<file path="src/rtl/irqw_pkg.sv">
package irqw_pkg;
  localparam int NSRC = 4;
  localparam int SRC_CHG  = 0;
  localparam int SRC_EXT0 = 1;
  localparam int SRC_EXT1 = 2;
  localparam int SRC_CMP  = 3;

  typedef enum logic [1:0] {
    CAUSE_POR  = 2'd0,
    CAUSE_PIN  = 2'd1,
    CAUSE_WDT  = 2'd2,
    CAUSE_WAKE = 2'd3
  } cause_e;
endpackage

</file>
<file path="src/rtl/irqw_sync.sv">
module irqw_sync #(
  parameter int W = 1,
  parameter logic [W-1:0] INIT = '0
) (
  input  logic         clk,
  input  logic         rst_n,
  input  logic [W-1:0] d,
  output logic [W-1:0] q
);
  logic [W-1:0] stage1;

  always_ff @(posedge clk or negedge rst_n) begin
    if (!rst_n) begin
      stage1 <= INIT;
      q      <= INIT;
    end else begin
      stage1 <= d;
      q      <= stage1;
    end
  end
endmodule

</file>
<file path="src/rtl/irqw_detect.sv">
module irqw_detect
  import irqw_pkg::*;
#(
  parameter int PORT_W = 8
) (
  input  logic              clk,
  input  logic              rst_n,
  input  logic              clr_all,
  input  logic [PORT_W-1:0] port_s,
  input  logic              port_rd,
  input  logic [1:0]        ext_s,
  input  logic              cmp_s,
  input  logic [NSRC-1:0]   flag_clr,
  output logic [NSRC-1:0]   flags
);
  logic [PORT_W-1:0] snap;
  logic [1:0]        ext_d;
  logic              cmp_d;
  logic [NSRC-1:0]   set_v;

  assign set_v[SRC_CHG] = |(port_s ^ snap);
  assign set_v[SRC_CMP] = cmp_d ^ cmp_s;

  // External pins: a falling edge of the synchronised level sets the flag.
  for (genvar i = 0; i < 2; i++) begin : g_ext
    assign set_v[SRC_EXT0 + i] = ext_d[i] & ~ext_s[i];
  end

  always_ff @(posedge clk or negedge rst_n) begin
    if (!rst_n) begin
      snap  <= '0;
      ext_d <= '1;
      cmp_d <= 1'b0;
      flags <= '0;
    end else if (clr_all) begin
      snap  <= port_s;
      ext_d <= ext_s;
      cmp_d <= cmp_s;
      flags <= '0;
    end else begin
      if (port_rd) snap <= port_s;
      ext_d <= ext_s;
      cmp_d <= cmp_s;
      // A new event wins over a clear in the same cycle.
      flags <= (flags & ~flag_clr) | set_v;
    end
  end
endmodule

</file>
<file path="src/rtl/irqw_rstgen.sv">
module irqw_rstgen
  import irqw_pkg::*;
#(
  parameter int HOLD_CYCLES = 16
) (
  input  logic       clk,
  input  logic       rst_n,
  input  logic       pin_low,
  input  logic       wdt_timeout,
  input  logic       wake_evt,
  output logic       rst_req,
  output logic [1:0] rst_cause
);
  localparam int CW = $clog2(HOLD_CYCLES + 1);

  logic [CW-1:0] cnt;
  cause_e        cause_q;

  always_ff @(posedge clk or negedge rst_n) begin
    if (!rst_n) begin
      cnt     <= CW'(HOLD_CYCLES);
      cause_q <= CAUSE_POR;
    end else if (pin_low) begin
      cnt     <= CW'(HOLD_CYCLES);
      cause_q <= CAUSE_PIN;
    end else if (wdt_timeout) begin
      cnt     <= CW'(HOLD_CYCLES);
      cause_q <= CAUSE_WDT;
    end else begin
      if (cnt != '0) cnt <= cnt - CW'(1);
      if (wake_evt && cnt == '0) cause_q <= CAUSE_WAKE;
    end
  end

  assign rst_req   = (cnt != '0);
  assign rst_cause = cause_q;
endmodule

</file>
<file path="src/rtl/irq_wake_ctrl.sv">
module irq_wake_ctrl
  import irqw_pkg::*;
#(
  parameter int PORT_W      = 8,
  parameter int HOLD_CYCLES = 16
) (
  input  logic              clk,
  input  logic              rst_n,
  input  logic              rst_pin_n,
  input  logic              wdt_timeout,
  input  logic [PORT_W-1:0] port_in,
  input  logic              port_rd,
  input  logic [1:0]        ext_pin_n,
  input  logic              cmp_out,
  input  logic [3:0]        int_en,
  input  logic [3:0]        wake_en,
  input  logic [3:0]        flag_clr,
  input  logic              gie_set,
  input  logic              gie_clr,
  input  logic              irq_ack,
  input  logic              sleep_cmd,
  output logic [3:0]        flags,
  output logic              irq,
  output logic              global_en,
  output logic              sleeping,
  output logic              wake,
  output logic              wake_vector,
  output logic              rst_req,
  output logic [1:0]        rst_cause
);
  logic [PORT_W-1:0] port_s;
  logic [1:0]        ext_s;
  logic              cmp_s;
  logic              pin_s;
  logic              pend_irq;
  logic              pend_wake;
  logic              wake_evt;

  irqw_sync #(.W(PORT_W), .INIT('0)) u_port_sync (
    .clk(clk), .rst_n(rst_n), .d(port_in), .q(port_s));
  irqw_sync #(.W(2), .INIT(2'b11)) u_ext_sync (
    .clk(clk), .rst_n(rst_n), .d(ext_pin_n), .q(ext_s));
  irqw_sync #(.W(1), .INIT(1'b0)) u_cmp_sync (
    .clk(clk), .rst_n(rst_n), .d(cmp_out), .q(cmp_s));
  irqw_sync #(.W(1), .INIT(1'b1)) u_pin_sync (
    .clk(clk), .rst_n(rst_n), .d(rst_pin_n), .q(pin_s));

  irqw_detect #(.PORT_W(PORT_W)) u_detect (
    .clk(clk), .rst_n(rst_n), .clr_all(rst_req),
    .port_s(port_s), .port_rd(port_rd), .ext_s(ext_s), .cmp_s(cmp_s),
    .flag_clr(flag_clr), .flags(flags));

  irqw_rstgen #(.HOLD_CYCLES(HOLD_CYCLES)) u_rstgen (
    .clk(clk), .rst_n(rst_n), .pin_low(~pin_s), .wdt_timeout(wdt_timeout),
    .wake_evt(wake_evt), .rst_req(rst_req), .rst_cause(rst_cause));

  assign pend_irq  = |(flags & int_en);
  assign pend_wake = |(flags & wake_en);
  assign wake_evt  = sleeping & pend_wake;
  assign irq       = ~sleeping & global_en & pend_irq;

  always_ff @(posedge clk or negedge rst_n) begin
    if (!rst_n) begin
      global_en   <= 1'b0;
      sleeping    <= 1'b0;
      wake        <= 1'b0;
      wake_vector <= 1'b0;
    end else if (rst_req) begin
      global_en   <= 1'b0;
      sleeping    <= 1'b0;
      wake        <= 1'b0;
      wake_vector <= 1'b0;
    end else begin
      if (gie_clr || irq_ack) global_en <= 1'b0;
      else if (gie_set)       global_en <= 1'b1;
      wake        <= 1'b0;
      wake_vector <= 1'b0;
      if (sleeping) begin
        if (pend_wake) begin
          sleeping    <= 1'b0;
          wake        <= 1'b1;
          wake_vector <= global_en & pend_irq;
        end
      end else if (sleep_cmd) begin
        sleeping <= 1'b1;
      end
    end
  end
endmodule

</file>
<file path="config.mk">
export PLATFORM = sky130hd
export DESIGN_NAME = irq_wake_ctrl
export DESIGN_NICKNAME = d
export VERILOG_FILES = /design/src/rtl/irqw_pkg.sv /design/src/rtl/irqw_sync.sv /design/src/rtl/irqw_detect.sv /design/src/rtl/irqw_rstgen.sv /design/src/rtl/irq_wake_ctrl.sv
export SDC_FILE = /design/constraint.sdc
export NUM_CORES = 1
export LEC_CHECK = 0
export BUFFER_PORTS_ARGS = -buffer_cell sky130_fd_sc_hd__buf_4
export CAP_MARGIN = 10
export CORE_MARGIN = 5
export CORE_UTILIZATION = 55
export CTS_CLUSTER_DIAMETER = 30
export DETAILED_ROUTE_END_ITERATION = 10
export GPL_TIMING_DRIVEN = 0
export PLACE_DENSITY = 0.82
export SETUP_SLACK_MARGIN = 0.5
export SYNTH_ARGS = -nofsm -noshare
export SYNTH_HDL_FRONTEND = slang
export SYNTH_SLANG_ARGS = --single-unit
</file>
<file path="constraint.sdc">
create_clock -name clk -period 3.08 [get_ports clk]
set_clock_uncertainty 0.2 [all_clocks]
set_input_delay 0.616 -clock clk [delete_from_list [all_inputs] [get_ports clk]]
set_output_delay 0.616 -clock clk [all_outputs]
set_load 0.05 [all_outputs]
</file>
==> metrics <==
status finished clean; I/O Buffers 43; relative slew slack 60.3%; CP bufs+invs 4; # rows 20; H-tree depth 2; Cell variety after synth 32; post-layout minimum cycle time 2680 ps; cts hold-fix bufs 0; die area 0.00447 mm²; largest net degree at the start of global routing 51; Synthesized Nets 154; hpwl dp 2.31 mm; FF-to-FF Start u_rstgen.cnt[1]; most frequent cells in the layout buf_4 (49), dfrtp_1 (41), dfstp_2 (9); global-route wire length before repair 5.39 mm; Cells after Synth 121; peak supply drop 0.405 mV; Worst Setup Start Kind register; Synth top area share 57.6%; Avg Cell Area, Syn 14.7 µm²; TritonCTS clock tree yes; P&R area growth vs syn 29.6%; die height 66.9 µm; Clk Tree Root Cell clkbuf_4; worst-path cell chain inv_1 -> ha_2 -> or4b_4 -> buf_6 -> buf_8 -> buf_8; DRC viols 0; layout cells sized above 1 45.3%; cell area after layout 0.00231 mm²; # IOs 44; Worst path top cell family by delay buffers and inverters; final wirelength 3.38 mm; ys async rst share 100%; Post-DRT Antenna Nets 0; # clock sinks 50; vias in the first global route 1,139; clk_lat worst skew 340 ps; wire per inst 15.2 µm; sequential fraction of the synthesis area 70.9%; RSZ-0062 raised after global routing true; leading cell type in the layout, fill and taps excluded buf_4; #FFs+latches synth 50; placed instance area 0.00216 mm²; Crit path arrival time 1860 ps; Lkg Pwr 1.09 nW; CP Data Required Time 2260 ps; top_reg_cell synth dfrtp_1; CTS buffer count 5; ranking of synthesized cells by area dfrtp_1 (58%), dfstp_2 (13%), mux2_2 (5.1%); worst hold slack 73.2 ps; n_diodes 0; MaxCap Viol Count 0; maximum clock rate 374 MHz; EDFF count, synth 0; initial antenna violation count 0; via count of the routed design 1,105; CP max stage cell or4b_4; yosys warns 0; First DRT Iteration DRCs 82; DR vias/cell 4.96; # setup viols final 0; Worst-path clk slew 130 ps; fin crit share 86.9%; Final #Nets 211; WS Path Type register to primary output; total track usage 16.4%; initial core utilization 57.8%; setup TNS 0 ps; RePlAce Congestion 0.765; drt pass-1 iters 5; Power Density 531 mW/mm²; DP Worst Slack 641 ps; Crit. Startpoint u_rstgen.cnt[1]; Fin. Hold Viols 0; Synth Cell Area 0.00178 mm²; die width 66.9 µm; most used cell along the critical path buf_8; fin util 75.0%; CTS Buffer Depth 2; Hold/Removal Path Class input port to async pin; total grt overflow 0; Slew @ Worst Pin 595 ps; PnR worst setup slack 404 ps; Slew Viols, Final 0; core area 0.00308 mm²; biggest area consumer among synthesized cells dfrtp_1; worst stage delay on the critical path 460 ps; crit path capture type primary output; Critical Path Fanout Max 2
## worst paths after layout
path,cells past startpoint,to,slack [ps]
worst max-delay path,6,rst_req,400
worst min register to register,0,u_port_sync.q[3],160
min in group clk,0,u_port_sync.q[3],160
worst max register to register,7,u_detect.snap[1],830
max in group asynchronous,1,u_port_sync.q[0],2220
worst min-delay path,1,u_detect.snap[5],70
## cell usage after synthesis (2+ instances only)
cell	instances
dfrtp_1	41
dfstp_2	9
mux2_2	8
xor2_1	8
a21oi_1	7
nand2b_1	6
nor2_1	6
inv_1	4
nand2_1	4
a22oi_1	3
a22o_1	2
buf_6	2
nor4_1	2
## what timing repair did
action,4_1_cts,5_1_grt
pin swaps,1,0
resized for setup,5,0
endpoints found under the setup margin,1,1
gates cloned,0,0
buffers inserted,5,2
## registers in the layout (all words and copies together), names as in the netlist
name                count
u_pin_sync.q            1
global_en               1
u_ext_sync.q            2
u_detect.snap           8
u_pin_sync.stage1       1
u_detect.cmp_d          1
wake_vector             1
u_cmp_sync.stage1       1
u_port_sync.stage1      8
u_rstgen.cnt            5
sleeping                1
u_cmp_sync.q            1
u_ext_sync.stage1       2
wake                    1
u_detect.flags          4
u_port_sync.q           8
u_detect.ext_d          2
u_rstgen.rst_cause      2
## metrics by stage
step	total power, mW	std cells
3_5_place_dp	0.867	208
5_1_grt	1.30	223
2_1_floorplan	0.797	121
4_1_cts	1.24	221
3_3_place_gp	0.858	208
6_report	1.23	223
## kinds of logic (layout without fill, tap and decap cells)
group | after synthesis | count (layout) | synth area share, %
flip-flops | 50 | 50 | 70.9
XOR/XNOR | 9 | 9 | 4.43
adder cells (fa/ha/maj) | 1 | 1 | 0.703
AO/OA/AOI/OAI | 19 | 19 | 7.10
buffers and inverters | 7 | 65 | 2.32
multiplexers | 8 | 8 | 5.06
AND/OR/NAND/NOR | 27 | 27 | 9.49
## power by group
part | switching (mW) | internal [mW] | leakage (nW)
combinational | 0.0751 | 0.0766 | 0.455
sequential | 0.0225 | 0.696 | 0.597
clock | 0.184 | 0.171 | 0.0385
## metal layers
layer | track usage, % | part of all wire [%] | vias to the layer above
li1 | - | - | 527
met4 | 5.32 | 0.38 | 0
met5 | 0 | 0 | -
met3 | 3.71 | 5.2 | 2
met2 | 28.6 | 56 | 33
met1 | 20.2 | 38 | 543
## area by class of cell
cell class	count	area [µm²]
fillers	215	771
flip-flops and latches	50	1260
repair buffers	50	383
clock inverters	2	37.5
clock buffers	6	41.3
well taps	44	55.1
multi-input cells	64	483
inverters	5	18.8
plain buffers	2	26.3
Power figures use the tool's default switching activity.
